<file path="config.mk">
export PLATFORM = sky130hd
export DESIGN_NAME = sincos_cordic_serial
export DESIGN_NICKNAME = d
export VERILOG_FILES = /design/src/rtl/sincos_cordic_pkg.sv /design/src/rtl/sincos_atan_rom.sv /design/src/rtl/sincos_quadrant_fold.sv /design/src/rtl/sincos_micro_rotate.sv /design/src/rtl/sincos_cordic_serial.sv
export SDC_FILE = /design/constraint.sdc
export NUM_CORES = 1
export LEC_CHECK = 0
export ABC_AREA = 1
export BUFFER_PORTS_ARGS = -buffer_cell sky130_fd_sc_hd__buf_2
export CAP_MARGIN = 25
export CORE_UTILIZATION = 55
export CTS_CLUSTER_DIAMETER = 200
export DETAILED_ROUTE_END_ITERATION = 8
export GPL_TIMING_DRIVEN = 1
export PLACE_DENSITY = 0.76
export SLEW_MARGIN = 20
export SYNTH_ARGS = -nofsm -noshare
export SYNTH_HDL_FRONTEND = slang
export SYNTH_HIERARCHICAL = 1
export SYNTH_SLANG_ARGS = --single-unit
</file>
<file path="constraint.sdc">
create_clock -name clk -period 5.8 [get_ports clk]
set_input_delay 0.29 -clock clk [delete_from_list [all_inputs] [get_ports clk]]
set_output_delay 0.29 -clock clk [all_outputs]
set_load 0.01 [all_outputs]
</file>
<file path="src/rtl/sincos_cordic_pkg.sv">
package sincos_cordic_pkg;

    typedef enum logic [1:0] {
        ST_IDLE = 2'd0,
        ST_ARM  = 2'd1,
        ST_WARM = 2'd2,
        ST_RUN  = 2'd3
    } seq_state_e;

    localparam real PI_R = 3.14159265358979323846;

    // 2^-e as a real number
    function automatic real pow2_neg(input int e);
        real r;
        r = 1.0;
        for (int k = 0; k < e; k++) r = r / 2.0;
        return r;
    endfunction

    // arctangent of 2^-i in radians, series for i >= 1
    function automatic real atan_pow2(input int i);
        real t, t2, term, acc;
        if (i == 0) return PI_R / 4.0;
        t    = pow2_neg(i);
        t2   = t * t;
        term = t;
        acc  = 0.0;
        for (int k = 0; k < 40; k++) begin
            if ((k % 2) == 0) acc = acc + term / real'(2 * k + 1);
            else              acc = acc - term / real'(2 * k + 1);
            term = term * t2;
        end
        return acc;
    endfunction

    // 1/K for a given number of micro-rotations
    function automatic real inv_gain(input int iters);
        real p, s;
        p = 1.0;
        for (int k = 0; k < iters; k++) p = p * (1.0 + pow2_neg(2 * k));
        s = p;
        for (int k = 0; k < 60; k++) s = (s + p / s) / 2.0;
        return 1.0 / s;
    endfunction

    // round(f * 2^width) for 0 <= f < 1, as an unsigned bit vector
    function automatic logic [255:0] frac_bits(input real f, input int width);
        logic [255:0] v;
        real r;
        v = '0;
        r = f + pow2_neg(width + 1);
        for (int b = width - 1; b >= 0; b--) begin
            r = r * 2.0;
            if (r >= 1.0) begin
                v[b] = 1'b1;
                r    = r - 1.0;
            end
        end
        return v;
    endfunction

endpackage

</file>
<file path="src/rtl/sincos_atan_rom.sv">
module sincos_atan_rom
    import sincos_cordic_pkg::*;
#(
    parameter int ITERS = 16,
    parameter int ANG_W = 24,
    parameter int IDX_W = 4
) (
    input  logic [IDX_W-1:0] idx,
    output logic [ANG_W-1:0] atan_code
);

    logic [ANG_W-1:0] tab [ITERS];

    // angle units: a full turn is 2^ANG_W
    for (genvar gi = 0; gi < ITERS; gi++) begin : g_entry
        localparam logic [ANG_W-1:0] CODE =
            ANG_W'(frac_bits(atan_pow2(gi) / (2.0 * PI_R), ANG_W));
        assign tab[gi] = CODE;
    end

    assign atan_code = tab[idx];

endmodule

</file>
<file path="src/rtl/sincos_quadrant_fold.sv">
module sincos_quadrant_fold
    import sincos_cordic_pkg::*;
#(
    parameter int PHASE_W = 24,
    parameter int ANG_W   = 24,
    parameter int DATA_W  = 22,
    parameter int MAG_W   = 16,
    parameter int GUARD   = 4
) (
    input  logic        [PHASE_W-1:0] phase,
    output logic signed [DATA_W-1:0]  x_seed,
    output logic signed [DATA_W-1:0]  y_seed,
    output logic signed [ANG_W-1:0]   z_seed
);

    // amplitude in internal units, then scaled by the inverse CORDIC gain
    localparam real AMP_R = (1.0 / pow2_neg(MAG_W - 1) - 1.0) * (1.0 / pow2_neg(GUARD));
    localparam logic [DATA_W-1:0] X_START =
        DATA_W'(frac_bits(inv_gain(MAG_W) * AMP_R * pow2_neg(DATA_W), DATA_W));

    logic [ANG_W-1:0] ang;
    logic             flip;

    assign ang  = ANG_W'(phase) << (ANG_W - PHASE_W);
    // second or third quadrant: rotate by half a turn and negate the start vector
    assign flip = ang[ANG_W-1] ^ ang[ANG_W-2];

    always_comb begin
        z_seed = {ang[ANG_W-1] ^ flip, ang[ANG_W-2:0]};
        x_seed = flip ? -X_START : X_START;
        y_seed = '0;
    end

endmodule

</file>
<file path="src/rtl/sincos_micro_rotate.sv">
module sincos_micro_rotate #(
    parameter int DATA_W = 22,
    parameter int ANG_W  = 24,
    parameter int IDX_W  = 4
) (
    input  logic signed [DATA_W-1:0] x_in,
    input  logic signed [DATA_W-1:0] y_in,
    input  logic signed [ANG_W-1:0]  z_in,
    input  logic        [ANG_W-1:0]  atan_code,
    input  logic        [IDX_W-1:0]  step,
    output logic signed [DATA_W-1:0] x_out,
    output logic signed [DATA_W-1:0] y_out,
    output logic signed [ANG_W-1:0]  z_out
);

    logic signed [DATA_W-1:0] x_sh, y_sh;

    assign x_sh = x_in >>> step;
    assign y_sh = y_in >>> step;

    always_comb begin
        if (!z_in[ANG_W-1]) begin
            x_out = x_in - y_sh;
            y_out = y_in + x_sh;
            z_out = z_in - $signed(atan_code);
        end else begin
            x_out = x_in + y_sh;
            y_out = y_in - x_sh;
            z_out = z_in + $signed(atan_code);
        end
    end

endmodule

</file>
<file path="src/rtl/sincos_cordic_serial.sv">
module sincos_cordic_serial
    import sincos_cordic_pkg::*;
#(
    parameter int MAG_W   = 16,
    parameter int PHASE_W = 24,
    parameter int GUARD   = 4
) (
    input  logic                     clk,
    input  logic                     rst_n,
    input  logic                     en,
    input  logic        [PHASE_W-1:0] freq_word,
    output logic signed [MAG_W-1:0]   sin_out,
    output logic signed [MAG_W-1:0]   cos_out,
    output logic                     valid
);

    localparam int DATA_W = MAG_W + GUARD + 2;
    localparam int ANG_W  = (PHASE_W > MAG_W + 6) ? PHASE_W : MAG_W + 6;
    localparam int IDX_W  = $clog2(MAG_W);
    localparam logic [IDX_W-1:0] LAST_IDX = IDX_W'(MAG_W - 1);
    localparam logic signed [DATA_W-1:0] LIM_D =
        {{(GUARD + 3){1'b0}}, {(MAG_W - 1){1'b1}}};
    localparam logic signed [DATA_W-1:0] HALF_D = DATA_W'(1) << (GUARD - 1);

    seq_state_e state, state_nx;
    logic load_seed, step_en, emit;

    logic        [PHASE_W-1:0] acc;
    logic        [IDX_W-1:0]   cnt;
    logic signed [DATA_W-1:0]  x_q, y_q, x_seed, y_seed, x_rot, y_rot;
    logic signed [ANG_W-1:0]   z_q, z_seed, z_rot;
    logic        [ANG_W-1:0]   atan_code;
    logic                      last;

    assign last = (cnt == LAST_IDX);

    sincos_quadrant_fold #(
        .PHASE_W(PHASE_W), .ANG_W(ANG_W), .DATA_W(DATA_W),
        .MAG_W(MAG_W), .GUARD(GUARD)
    ) u_fold (
        .phase (acc),
        .x_seed(x_seed),
        .y_seed(y_seed),
        .z_seed(z_seed)
    );

    sincos_atan_rom #(.ITERS(MAG_W), .ANG_W(ANG_W), .IDX_W(IDX_W)) u_rom (
        .idx      (cnt),
        .atan_code(atan_code)
    );

    sincos_micro_rotate #(.DATA_W(DATA_W), .ANG_W(ANG_W), .IDX_W(IDX_W)) u_rot (
        .x_in     (x_q),
        .y_in     (y_q),
        .z_in     (z_q),
        .atan_code(atan_code),
        .step     (cnt),
        .x_out    (x_rot),
        .y_out    (y_rot),
        .z_out    (z_rot)
    );

    // round away the guard bits and clamp symmetrically
    function automatic logic signed [MAG_W-1:0] to_sample(input logic signed [DATA_W-1:0] v);
        logic signed [DATA_W-1:0] r;
        r = (v + HALF_D) >>> GUARD;
        if (r > LIM_D)       r = LIM_D;
        else if (r < -LIM_D) r = -LIM_D;
        return MAG_W'(r);
    endfunction

    // state register
    always_ff @(posedge clk or negedge rst_n) begin
        if (!rst_n)  state <= ST_IDLE;
        else if (en) state <= state_nx;
    end

    // next state and control outputs
    always_comb begin
        state_nx  = state;
        load_seed = 1'b0;
        step_en   = 1'b0;
        emit      = 1'b0;
        unique case (state)
            ST_IDLE: state_nx = ST_ARM;
            ST_ARM: begin
                load_seed = 1'b1;
                state_nx  = ST_WARM;
            end
            ST_WARM: begin
                if (last) begin
                    load_seed = 1'b1;
                    state_nx  = ST_RUN;
                end else begin
                    step_en = 1'b1;
                end
            end
            ST_RUN: begin
                if (last) begin
                    load_seed = 1'b1;
                    emit      = 1'b1;
                end else begin
                    step_en = 1'b1;
                end
            end
        endcase
    end

    // datapath
    always_ff @(posedge clk or negedge rst_n) begin
        if (!rst_n) begin
            acc     <= '0;
            cnt     <= '0;
            x_q     <= '0;
            y_q     <= '0;
            z_q     <= '0;
            sin_out <= '0;
            cos_out <= '0;
            valid   <= 1'b0;
        end else begin
            valid <= en & emit;
            if (en) begin
                if (load_seed) begin
                    x_q <= x_seed;
                    y_q <= y_seed;
                    z_q <= z_seed;
                    acc <= acc + freq_word;
                    cnt <= '0;
                end else if (step_en) begin
                    x_q <= x_rot;
                    y_q <= y_rot;
                    z_q <= z_rot;
                    cnt <= cnt + 1'b1;
                end
                if (emit) begin
                    sin_out <= to_sample(y_rot);
                    cos_out <= to_sample(x_rot);
                end
            end
        end
    end

endmodule

</file>
After elaboration in Yosys (flattened, before gate mapping) --
Memory sizes are Yosys's and may differ from the RTL's. Index checks and enable logic that the tools add are counted.
Word-level totals: ROM bits 384, register bits after elaboration 131, bits of input ports 27, output and inout port bits 33, word-level logic and storage cells 69, memories 1
Memories:
- (name not given) | words 16, width 24, read ports 1, clocked after memory_dff 0, write ports 0, line sincos_atan_rom.sv:21 | assign atan_code = tab[idx];
Cells by class: add/sub/neg operators 10, bitwise logic cells 4, magnitude comparators 5, reductions and logical operators 8, multiplexer cells 25, equal/unequal tests 5, shifts and indexed selects 2
Operator list (count):
- 22-bit 2-to-1 mux | 7
- 24-bit 2-to-1 mux | 5
- 16-bit 2-to-1 mux | 4
- 24-bit adder | 2
- 22-bit adder | 2
- 22-bit by 5-bit adder with 22-bit output, second input constant | 2
- 22-bit by 4-bit >>> shifter with 22-bit output | 2
- 22-bit subtractor | 2
- 18-bit by 16-bit > comparator with 1-bit output, second input constant | 2
- 18-bit by 16-bit < comparator with 1-bit output, second input constant | 2
- 24-bit subtractor | 1
- 4-bit 2-to-1 mux | 2
- 2-bit case mux with 3 select lines | 1
- 2-bit AND reduction | 3
- 5-bit greater-or-equal comparator, second input constant | 1
- 4-bit inverter with 5-bit output | 1
- 4-bit by 1-bit adder with 4-bit output, second input constant | 1
- 2-bit equality test, second input constant | 2
- 4-bit equality test, second input constant | 1
- 1-bit 2-to-1 mux | 4
- 3-bit AND reduction | 1
- 3-bit nonzero test | 1
- 2-bit by 1-bit equality test with 1-bit output, second input constant | 1
- 2-bit zero test | 1
- 7 further kinds | 8

Depth between registers and ports, before layout --
Gate-level depths: netlist of the first run.
depth in word-level cells 8, depth in mapped cells 41, depth with buffers taken out 38

By module --
The synthesis of the first run kept the hierarchy.
By module, submodules not included:
- sincos_cordic_serial | area each 8144.1 um^2, sequential area each 3278.1 um^2, cells an instance 1114, instances 1
- sincos_micro_rotate | area each 6646.4 um^2, sequential area each 0.0 um^2, cells an instance 1201, instances 1
- sincos_atan_rom | area each 568.0 um^2, sequential area each 0.0 um^2, cells an instance 108, instances 1
- sincos_quadrant_fold | area each 536.8 um^2, sequential area each 0.0 um^2, cells an instance 77, instances 1

Worst setup path after synthesis of the first run --
No wires, ideal clock.
kind reg-to-reg, start register cnt[0], end register sin_out[8], setup slack 0.942 ns, clock period less this slack 4.858 ns, data arrival time 4.785 ns, path buffers 3, cell stages (with the launch flop) 32, required time 5.727 ns, library setup time 0.073 ns, path through dfrtp_1 buf_6 inv_4 buf_6 nand2_1 nand3_1 nand3_1 nand2_1 o21ai_2 ha_1 nor2_1 xor2_1 ha_1 a21oi_1 nand2_1 a21oi_1 o21ai_0 a21boi_0 o21bai_1 nand3_1 nand2_1 xor2_1 nand2_1 nor2_1 nand4_1 nor3_2 xnor2_1 inv_1 nand2_4 buf_12 nand2_2 a21oi_2
Between the ends: longest elaborated chain between the ends 7, elaborated cells between the ends (all ways) 13, those cells by class add/sub: 3; order compare: 2; eq/ne: 1; shift: 1; mux: 5; reduce/logical: 1
RTL lines:
- from (decl) | line sincos_cordic_serial.sv:29 | logic [IDX_W-1:0] cnt;
- from (signal assigned) | line sincos_cordic_serial.sv:133 | cnt <= cnt + 1'b1;
- 22-bit by 4-bit >>> shifter with 22-bit output * | line sincos_micro_rotate.sv:18 | assign x_sh = x_in >>> step;
- 22-bit adder or 22-bit subtractor (tied branches) | line sincos_micro_rotate.sv:24, sincos_micro_rotate.sv:28
- 22-bit 2-to-1 mux * | line sincos_micro_rotate.sv:22 | if (!z_in[ANG_W-1]) begin
- named net y_rot[15] | line sincos_cordic_serial.sv:30 | logic signed [DATA_W-1:0] x_q, y_q, x_seed, y_seed, x_rot, y_rot;
- 22-bit by 5-bit adder with 22-bit output * | line sincos_cordic_serial.sv:66 | r = (v + HALF_D) >>> GUARD;
- 18-bit by 16-bit < comparator with 1-bit output | line sincos_cordic_serial.sv:68 | else if (r < -LIM_D) r = -LIM_D;
- 16-bit 2-to-1 mux | line sincos_cordic_serial.sv:68
- 16-bit 2-to-1 mux * | line sincos_cordic_serial.sv:67 | if (r > LIM_D) r = LIM_D;
- to (signal assigned) | line sincos_cordic_serial.sv:136 | sin_out <= to_sample(y_rot);
- to (decl) | line sincos_cordic_serial.sv:12 | output logic signed [MAG_W-1:0] sin_out,
Mark *: on every way through the listed nets, which the timed path passes. The rest lies on a longest branch. A chain may end at the register's enable or synchronous reset.

Worst setup path after layout of the first run --
start register cnt[0], end register cos_out[4]
Between the ends: longest elaborated chain between the ends 7, elaborated cells between the ends (all ways) 13, those cells by class add/sub: 3; order compare: 2; eq/ne: 1; shift: 1; mux: 5; reduce/logical: 1
RTL lines:
- 22-bit by 4-bit >>> shifter with 22-bit output * | line sincos_micro_rotate.sv:19 | assign y_sh = y_in >>> step;
- 22-bit subtractor or 22-bit adder (tied branches) | line sincos_micro_rotate.sv:23, sincos_micro_rotate.sv:27
- 22-bit 2-to-1 mux * | line sincos_micro_rotate.sv:22
- named net x_rot[19] | line sincos_cordic_serial.sv:30
- 22-bit by 5-bit adder with 22-bit output * | line sincos_cordic_serial.sv:66
- 18-bit by 16-bit < comparator with 1-bit output | line sincos_cordic_serial.sv:68
- 16-bit 2-to-1 mux | line sincos_cordic_serial.sv:68
- 16-bit 2-to-1 mux * | line sincos_cordic_serial.sv:67
- to (signal assigned) | line sincos_cordic_serial.sv:137 | cos_out <= to_sample(x_rot);
- to (decl) | line sincos_cordic_serial.sv:13 | output logic signed [MAG_W-1:0] cos_out,
Marked as above.

==> metrics.md, run 1 <==
| Metric | Value |
|---|---|
| Worst-Margin Slew | `~0.86 ns` |
| Inst Count DP | `between 2000 and 3000` |
| Commonest non-fill, non-tap cell in the layout | `nand2_1` |
| Clock root buffer | `clkbuf_16` |
| Mean Syn Cell Area | `between 6 and 7 µm²` |
| I/O pin total | `60` |
| Remaining routing DRC violations | `0` |
| Setup violators final | `0` |
| Most frequent cells in the layout | `nand2_1 (675), nand3_1 (282), nor2_1 (233)` |
| RSZ-0062 raised after global routing | `no` |
| Final Wtd Congestion | `0.963` |
| Later-pin clock latency in the skew report | `between 0.4 and 0.5 ns` |
| Ys flop type | `dfrtp_1` |
| Site Rows | `61` |
| Status | `completed` |
| Die footprint | `29600 µm²` |
| Seq/Total Area, Yosys | `between 20% and 30%` |
| Layout cell share with drive strength beyond 1 | `a little over a tenth` |
| FF+latch count, synth | `roughly 130` |
| Register-to-register setup slack | `0.37 ns` |
| Vias in the first global route | `between 10000 and 15000` |
| Kind of critical path | `register to register` |
| Num CTS Buffers | `17` |
| CP Launch Type | `register` |
| 1st-pass router iterations | `6` |
| Post-synthesis cell area | `15900 µm²` |
| Gr ovfl total | `0` |
| Die Y | `172 µm` |
| CP peak stage delay | `roughly 0.48 ns` |
| Fin util | `around 60%` |
| EDFF count, synth | `0` |
| R2R depth | `27` |
| WL/cell | `16.1 µm` |
| Final Hold Fails | `0` |
| CTS clk-pin slew, worst paths | `around 0.06 ns` |
| IO Port Bufs | `between 50 and 60` |
| Crit path required time | `between 6 and 7 ns` |
| H-tree levels | `4` |
| Post-synthesis cell type count | `56` |
| Initial Utilization | `~57%` |
| Final ANT Viol Nets | `0` |
| Origin of the critical flop-to-flop path | `cnt[0]` |
| All-layer global routing usage | `about a third` |
| Layout area overhead | `5.78%` |
| Setup total negative slack | `0 ns` |
| Vias | `16300` |
| Hold Path Cell Cnt | `4` |
| Maximum clock rate | `around 0.18 GHz` |
| Nets | `between 2000 and 3000` |
| Post-Syn Instances | `between 2000 and 3000` |
| Max-Cap Viols | `0` |
| ANT cells | `0` |
| Ys Warns | `6` |
| Worst Hold Class | `input pin to register` |
| Skew final | `between 0.015 and 0.02 ns` |
| Largest net degree at the start of global routing | `73` |
| Die Wd | `roughly 170 µm` |
| First-pass GRT wire length | `about 75 mm` |
| Final min period | `5.43 ns` |
| Initial antenna violation count | `0` |
| 1st-iter DRT viols | `roughly 1600` |
| Min-Delay Endpoint | `acc[0]` |
| Relative slew margins | `roughly 43%` |
| Max Root-Sink Buffers | `2` |
| CTS tree | `built` |
| Peak fanout along the critical path | `31` |
| Final period util | `about 94%` |
| Post-synth ARST share | `100%` |
| Post-DR vias/cell | `around 5.7` |
| RR Endpoint | `cos_out[4]` |
| CP endpoint kind | `register` |
| Clock sink count | `131` |
| Final HPWL DP | `34.4 mm` |
| Most used cell, CP | `nand2_1` |
| Non-filler cells, final | `roughly 2900` |
| CORE AREA | `about 28000 µm²` |
| Hold wc startpoint | `freq_word[0]` |
| Max-slew violations | `0` |
| Worst endpoint data arrival time | `between 5 and 6 ns` |
| Crit path max-delay cell type | `dfrtp_2` |
| Routed Wire Length | `roughly 46 mm` |
[sequential cells by signal, summed over array words and instances (netlist names), 2 cells and up]
signal and flops:
acc 24, cnt 4, cos_out 16, sin_out 16, state 2, x_q 22, y_q 22, z_q 24
[cells in the mapped netlist (3+ instances only)]
cell | number | area [µm²]
nand2_1 | 677 | 2540
nand3_1 | 282 | 1410
nor2_1 | 235 | 882
o21ai_0 | 224 | 1120
inv_1 | 176 | 661
dfrtp_1 | 131 | 3280
a21oi_1 | 112 | 561
ha_1 | 110 | 1380
xor2_1 | 90 | 788
buf_4 | 74 | 556
xnor2_1 | 48 | 420
clkbuf_1 | 41 | 154
nand2_2 | 39 | 244
nand4_1 | 36 | 225
buf_2 | 25 | 125
a21oi_2 | 22 | 193
nor2_2 | 18 | 113
nor3_1 | 12 | 60.1
o21bai_1 | 12 | 90.1
inv_2 | 11 | 41.3
buf_6 | 9 | 101
nand3b_1 | 9 | 67.6
nor4_1 | 9 | 56.3
o21ai_1 | 9 | 45.0
a31oi_1 | 7 | 43.8
a21o_1 | 6 | 45.0
buf_1 | 6 | 22.5
nand3_2 | 6 | 60.1
nor2_4 | 5 | 56.3
o21a_1 | 5 | 37.5
o21ai_2 | 5 | 43.8
a21boi_0 | 4 | 30.0
and2_1 | 4 | 25.0
fa_1 | 4 | 80.1
nand2_4 | 4 | 45.0
conb_1 | 3 | 11.3
o211ai_1 | 3 | 22.5
o31ai_1 | 3 | 22.5
or2_2 | 3 | 18.8
[worst max-delay path: cells and delay by family, from the launching register on]
family | cells | cell delay [ns]
simple gates | 20 | 3.22
buf+inv | 2 | 0.46
compound gates | 1 | 0.12
xor+xnor | 2 | 0.42
fa+ha+maj | 2 | 0.58
flops | 1 | 0.48
[worst max-delay path by stage]
stage | from | endpoint | slack, ns | depth (start not counted)
finish | cnt[0] | cos_out[4] | 0.37 | 27
detailed placement | cnt[0] | cos_out[13] | 0.15 | 36
global placement | cnt[0] | cos_out[13] | 0.22 | 36
CTS | cnt[0] | cos_out[13] | 0.08 | 36
floorplan | cnt[0] | sin_out[8] | 0.94 | 31
global route | cnt[0] | cos_out[3] | 0.003 | 28
[stage by stage]
step           setup WS [ns]  instance area [µm²]  hold WS, ns
2_1_floorplan          0.942                16000     -0.00559
3_3_place_gp           0.219                16000        0.327
3_5_place_dp           0.148                16000        0.330
4_1_cts               0.0761                16600        0.158
5_1_grt              0.00265                16800        0.186
6_report               0.370                16800        0.171
[kinds of logic (layout without fill, tap and decap cells)]
family          count (synthesis)  after routing  share of synthesized area [%]
simple gates                 1343           1343                           36.7
compound gates                421            421                           14.8
buf+inv                       349            310                           10.9
xor+xnor                      139            139                           7.71
flops                         131            131                           20.6
fa+ha+maj                     114            114                           9.16
other cells                     3             26                         0.0708
[metal layers]
| layer | vias up | track usage (%) | part of all wire [%] |
|---|---|---|---|
| met3 | 52 | 4.42 | 6.9 |
| met5 | - | 0 | 0 |
| met4 | 0 | 8.66 | 1.7 |
| met1 | 7588 | 45.3 | 47 |
| li1 | 8086 | - | - |
| met2 | 596 | 50.1 | 44 |
[timing repair]
item	4_1_cts	5_1_grt
hold endpoints to repair	62	0
setup buffers	0	1
gates resized for setup	0	33
setup endpoints to repair	0	32
hold buffers	1	0
[layout make-up]
| type | count | area (µm²) |
|---|---|---|
| multi-input combinational | 2043 | 11100 |
| timing repair buffer | 87 | 579 |
| tap | 378 | 473 |
| clock buffer | 20 | 457 |
| sequential | 131 | 3280 |
| timing repair inverter | 1 | 8.76 |
| clock inverter | 11 | 200 |
| fill | 2739 | 11300 |
| inverter | 191 | 738 |
Power of run 1 is left out: the tool's default activity adds up to more than one toggle a clock period on the data nets, which glitch-free logic cannot reach.
==> run 2, diff against run 1 <==
--- a/config.mk
+++ b/config.mk
@@ -8,11 +8,14 @@
 export ABC_AREA = 1
 export BUFFER_PORTS_ARGS = -buffer_cell sky130_fd_sc_hd__buf_2
 export CAP_MARGIN = 25
+export CORE_MARGIN = 2
 export CORE_UTILIZATION = 55
 export CTS_CLUSTER_DIAMETER = 200
 export DETAILED_ROUTE_END_ITERATION = 8
+export GPL_ROUTABILITY_DRIVEN = 0
 export GPL_TIMING_DRIVEN = 1
 export PLACE_DENSITY = 0.76
+export RECOVER_POWER = 50
 export SLEW_MARGIN = 20
 export SYNTH_ARGS = -nofsm -noshare
 export SYNTH_HDL_FRONTEND = slang
==> metrics.md, run 2 (same netlist as run 1, synthesis figures left out) <==
| Metric | Value |
|---|---|
| H-tree levels | `4 (unchanged)` |
| Final Hold Fails | `0 (unchanged)` |
| Worst Hold Class | `input pin to register` |
| Worst endpoint data arrival time | `5.79 ns (+0.04 ns)` |
| 1st-iter DRT viols | `1878 (+17%)` |
| Num CTS Buffers | `17 (unchanged)` |
| Finished Cell Area | `16600 µm² (-1.2%)` |
| CTS clk-pin slew, worst paths | `0.06 ns (about the same)` |
| Gr ovfl total | `0 (unchanged)` |
| I/O pin total | `60 (unchanged)` |
| Skew final | `0.0122 ns (-0.00345 ns)` |
| Die footprint | `30300 µm² (+2.3%)` |
| Vias in the first global route | `15500 (+4.8%)` |
| Initial Utilization | `55.7% (-0.91 points)` |
| Biggest regs | `acc (24), z_q (24)` |
| Max-slew violations | `83 (+83)` |
| Maximum clock rate | `0.183 GHz (-0.44%)` |
| Die Y | `174 µm (+1.2%)` |
| Setup violators final | `0 (unchanged)` |
| Relative slew margins | `-178% (-220 points)` |
| All-layer global routing usage | `29.5% (-2.3 points)` |
| CTS tree | `built` |
| Max-Cap Viols | `1 (+1)` |
| Nets | `2615 (+0.077%)` |
| Largest net degree at the start of global routing | `83 (+14%)` |
| CP endpoint kind | `register` |
| Commonest non-fill, non-tap cell in the layout | `nand2_1` |
| Peak fanout along the critical path | `25 (-19%)` |
| Remaining routing DRC violations | `0 (unchanged)` |
| Most used cell, CP | `nand2_1` |
| Final min period | `5.45 ns (+0.0241 ns)` |
| Layout area overhead | `4.47%` |
| Post-DR vias/cell | `5.74 (+0.62%)` |
| Clock root buffer | `clkbuf_16` |
| 1st-pass router iterations | `8 (+2)` |
| Worst-Margin Slew | `4.17 ns (+3.31 ns)` |
| Max Root-Sink Buffers | `2 (unchanged)` |
| DP Area | `16000 µm² (about the same)` |
| CORE AREA | `28500 µm² (+1.6%)` |
| Failing checks | `max-capacitance violations, max-slew violations` |
| WL/cell | `15.4 µm (-4.1%)` |
| Crit path max-delay cell type | `nor4_1` |
| Seq. cell area | `3280 µm² (unchanged)` |
| Multi-input logic area | `11000 µm² (-0.41%)` |
| Clock sink count | `131 (unchanged)` |
| Pre-CTS setup slack | `0.263 ns (+0.115 ns)` |
| Die Wd | `174 µm (+1.2%)` |
| Final period util | `94.0% (+0.42 points)` |
| Routed Wire Length | `44.3 mm (-3.8%)` |
| Most frequent cells in the layout | `nand2_1 (676), nand3_1 (282), nor2_1 (234)` |
| Crit path required time | `6.14 ns (+0.02 ns)` |
| Initial antenna violation count | `0 (unchanged)` |
| Fillcell total | `2839 (+3.7%)` |
| Final HPWL DP | `32.9 mm (-4.4%)` |
| Final ANT Viol Nets | `0 (unchanged)` |
| CP peak stage delay | `0.51 ns (+0.03 ns)` |
| IO Port Bufs | `59 (unchanged)` |
| ANT cells | `0 (unchanged)` |
| Status | `finished with violations` |
| Layout cell share with drive strength beyond 1 | `8.93% (-1.5 points)` |
| Site Rows | `62 (+1.6%)` |
| First-pass GRT wire length | `74.0 mm (-0.83%)` |
| Final hold slack | `0.180 ns (+0.00814 ns)` |
| Later-pin clock latency in the skew report | `0.45 ns (about the same)` |
| Setup slack after layout | `0.346 ns (-0.0241 ns)` |
| Fin util | `58.2% (-1.7 points)` |
| CP Launch Type | `register` |
| Vias | `16500 (+0.94%)` |
| Kind of critical path | `register to register` |
==> run 2: changes by cell type in the layout (fill, tap and decap cells not counted), moves of 3 or more <==
cell,delta
xor2_1,+3
buf_4,+3
o21ai_0,+5
clkbuf_1,+33
xor2_2,-3
buf_2,-33
bufinv_16,-5
inv_6,+4
o21ai_1,-4
==> run 2: metrics by stage <==
| stage | TNS, ns | instances |
|---|---|---|
| finish | 0 | 2871 |
| global placement | 0 | 2835 |
| detailed placement | 0 | 2835 |
| CTS | 0 | 2868 |
| global route | -0.00701 | 2871 |
| floorplan | 0 | 2523 |
==> run 2: per-layer routing <==
layer / part of all wire [%] / vias up / global-route usage [%]
li1: - / 8112 / -
met1: 45 / 7596 / 39.3
met2: 45 / 650 / 46.6
met3: 7.4 / 117 / 5.12
met4: 3.6 / 0 / 13.8
met5: 0 / - / 0
==> run 2: final timing paths <==
path / startpoint / end / slack, ns / depth (start not counted)
worst max-delay path: cnt[3] / sin_out[0] / 0.35 / 26
min in group asynchronous: rst_n / z_q[21] / 2.08 / 2
worst min register to register: z_q[19] / z_q[19] / 0.49 / 2
worst max register to register: cnt[3] / sin_out[0] / 0.35 / 26
max in group asynchronous: rst_n / cnt[2] / 1.09 / 3
worst min-delay path: freq_word[0] / acc[0] / 0.18 / 4
==> run 2: cell type report <==
type / count / share of cell area, %
Clock inverter: 12 / 0.573
Multi-Input combinational cell: 2043 / 66.4
Inverter: 191 / 4.43
Sequential cell: 131 / 19.8
Clock buffer: 20 / 2.75
Tap cell: 384 / 2.89
Timing Repair Buffer: 90 / 3.16
==> run 2: worst max-delay path: cells and delay by family, from the launching register on <==
kind | cells | cell delay [ns]
flops | 1 | 0.40
xor+xnor | 3 | 0.77
fa+ha+maj | 1 | 0.41
buf+inv | 5 | 1.07
compound gates | 1 | 0.18
simple gates | 16 | 2.51
==> run 2: timing repair <==
item                                   4_1_cts  5_1_grt
setup endpoints to repair                    0       35
setup buffers                                0        2
hold buffers                                 1        0
gates resized for setup                      0       19
endpoints found under the hold margin       81        0
Power of run 2 is left out for the same reason.
==> run 3, diff against run 2 <==
--- a/config.mk
+++ b/config.mk
@@ -10,6 +10,7 @@
 export CAP_MARGIN = 25
 export CORE_MARGIN = 2
 export CORE_UTILIZATION = 55
+export CTS_BUF_LIST = sky130_fd_sc_hd__clkbuf_4 sky130_fd_sc_hd__clkbuf_8 sky130_fd_sc_hd__clkbuf_16
 export CTS_CLUSTER_DIAMETER = 200
 export DETAILED_ROUTE_END_ITERATION = 8
 export GPL_ROUTABILITY_DRIVEN = 0
==> metrics.md, run 3 (same netlist as run 1, synthesis figures left out) <==
| Metric | Value |
|---|---|
| Status | `finished with violations` |
| Failing checks | `max-capacitance violations, max-slew violations` |
| Worst Hold Class | `input pin to register` |
| Nets | `2615 (unchanged)` |
| CP endpoint kind | `register` |
| 1st-pass router iterations | `6 (-2)` |
| Max Root-Sink Buffers | `2 (unchanged)` |
| WL/cell | `15.4 µm (about the same)` |
| First-pass GRT wire length | `74.0 mm (about the same)` |
| Maximum clock rate | `0.183 GHz (about the same)` |
| Final min period | `5.46 ns (+0.00516 ns)` |
| Met2 wire len | `19.6 mm (-0.79%)` |
| Routed Wire Length | `44.3 mm (about the same)` |
| Clock root buffer | `clkbuf_16` |
| All-layer global routing usage | `29.5% (about the same)` |
| Worst setup startpoint | `cnt[3]` |
| Site Rows | `62 (unchanged)` |
| Final period util | `94.1% (about the same)` |
| IO Port Bufs | `59 (unchanged)` |
| Register-to-register setup slack | `0.34 ns (about the same)` |
| Origin of the critical flop-to-flop path | `cnt[3]` |
| Skew final | `0.0117 ns (-0.000523 ns)` |
| Commonest non-fill, non-tap cell in the layout | `nand2_1` |
| Layout area overhead | `4.49% (about the same)` |
| Remaining routing DRC violations | `0 (unchanged)` |
| Initial antenna violation count | `0 (unchanged)` |
| Post-DR vias/cell | `5.74 (about the same)` |
| Num CTS Buffers | `17 (unchanged)` |
| CORE AREA | `28500 µm² (unchanged)` |
| CTS clk-pin slew, worst paths | `0.06 ns (about the same)` |
| Most frequent cells in the layout | `nand2_1 (676), nand3_1 (282), nor2_1 (234)` |
| Final ANT Viol Nets | `0 (unchanged)` |
| Die footprint | `30300 µm² (unchanged)` |
| CTS tree | `built` |
| Final HPWL DP | `32.9 mm (unchanged)` |
| Die Y | `174 µm (unchanged)` |
| H-tree levels | `4 (unchanged)` |
| Layout cell share with drive strength beyond 1 | `8.97% (+0.040 points)` |
| Inst Count DP | `2835 (unchanged)` |
| Top Layer Used | `met4` |
| Crit path to | `sin_out[0]` |
| Relative slew margins | `-178% (+0.36 points)` |
| Met1 wire length | `19.8 mm (+0.36%)` |
| Die Wd | `174 µm (unchanged)` |
| R2R depth | `26 (unchanged)` |
| Max-Cap Viols | `1 (unchanged)` |
| CP Launch Type | `register` |
| Max-slew violations | `83 (unchanged)` |
| Crit path required time | `6.14 ns (about the same)` |
| Gr ovfl total | `0 (unchanged)` |
| Kind of critical path | `register to register` |
| Final Hold Fails | `0 (unchanged)` |
| Worst-Margin Slew | `4.16 ns (-0.00543 ns)` |
| Worst endpoint data arrival time | `5.79 ns (about the same)` |
| Biggest regs | `acc (24), z_q (24)` |
| Non-filler cells, final | `2871 (unchanged)` |
| Met3 wire len | `3.28 mm (+0.55%)` |
| Clock sink count | `131 (unchanged)` |
| Initial Utilization | `55.7% (unchanged)` |
| RR Endpoint | `sin_out[0]` |
| Vias in the first global route | `15500 (-0.039%)` |
| Later-pin clock latency in the skew report | `0.45 ns (about the same)` |
| Vias | `16500 (+0.097%)` |
| I/O pin total | `60 (unchanged)` |
| Peak fanout along the critical path | `25 (unchanged)` |
| Largest net degree at the start of global routing | `83 (unchanged)` |
| ANT cells | `0 (unchanged)` |
| Setup violators final | `0 (unchanged)` |
| 1st-iter DRT viols | `1754 (-6.6%)` |
run 3: routing by layer:
layer	GRT usage, %	vias to the layer above
li1	-	8125
met1	39.4	7602
met2	46.7	650
met3	5.10	114
met4	13.7	0
met5	0	-
run 3: how the worst min path moves through the flow:
stage	startpoint	end	slack, ns	depth (start not counted)
floorplan	rst_n	acc[0]	-0.006	0
global placement	rst_n	z_q[21]	0.42	1
detailed placement	rst_n	z_q[21]	0.43	1
CTS	freq_word[0]	acc[0]	0.16	4
global route	en	state[1]	0.20	3
finish	freq_word[0]	acc[0]	0.18	4
run 3: timing repair:
action / 4_1_cts / 5_1_grt
hold endpoints to repair: 81 / 0
hold buffers: 1 / 0
resized for setup: 0 / 19
setup endpoints to repair: 0 / 35
buffers inserted: 0 / 2
run 3: layout make-up:
class	count	area (µm²)
clock buffers	20	460
clock inverters	12	95.1
fillers	2840	11900
inverters	191	736
multi-input cells	2043	11000
flip-flops and latches	131	3280
well taps	384	480
repair buffers	90	526
run 3: stage by stage:
stage,setup TNS [ns],util [%],hold slack (ns),worst slack [ns],instance area [µm²]
floorplan,0,-,-0.00559,0.942,16000
global route,-0.00701,58.2,0.202,-0.00701,16600
detailed placement,0,56.0,0.426,0.263,16000
global placement,0,56.0,0.423,0.424,16000
CTS,0,58.0,0.160,0.234,16500
finish,0,58.2,0.179,0.341,16600
run 3: critical path, stage by stage, from the launching register on:
cell	delay, ns
dfrtp_1	0.40
clkinvlp_4	0.22
buf_4	0.35
buf_4	0.26
nand3_1	0.12
o21ai_1	0.15
nand2_1	0.10
nor2_1	0.11
nand2_1	0.07
nand2_1	0.17
nand3_1	0.12
xnor2_1	0.16
ha_1	0.40
nand2_1	0.15
nor4_1	0.53
o21ai_0	0.18
nand3_1	0.22
xor2_1	0.36
nand2_1	0.09
inv_1	0.11
nand4_1	0.11
nor3_2	0.16
xnor2_1	0.24
inv_1	0.13
nand2_4	0.21
nand3_1	0.09
and2_1	0.14
Power of run 3 is left out for the same reason.
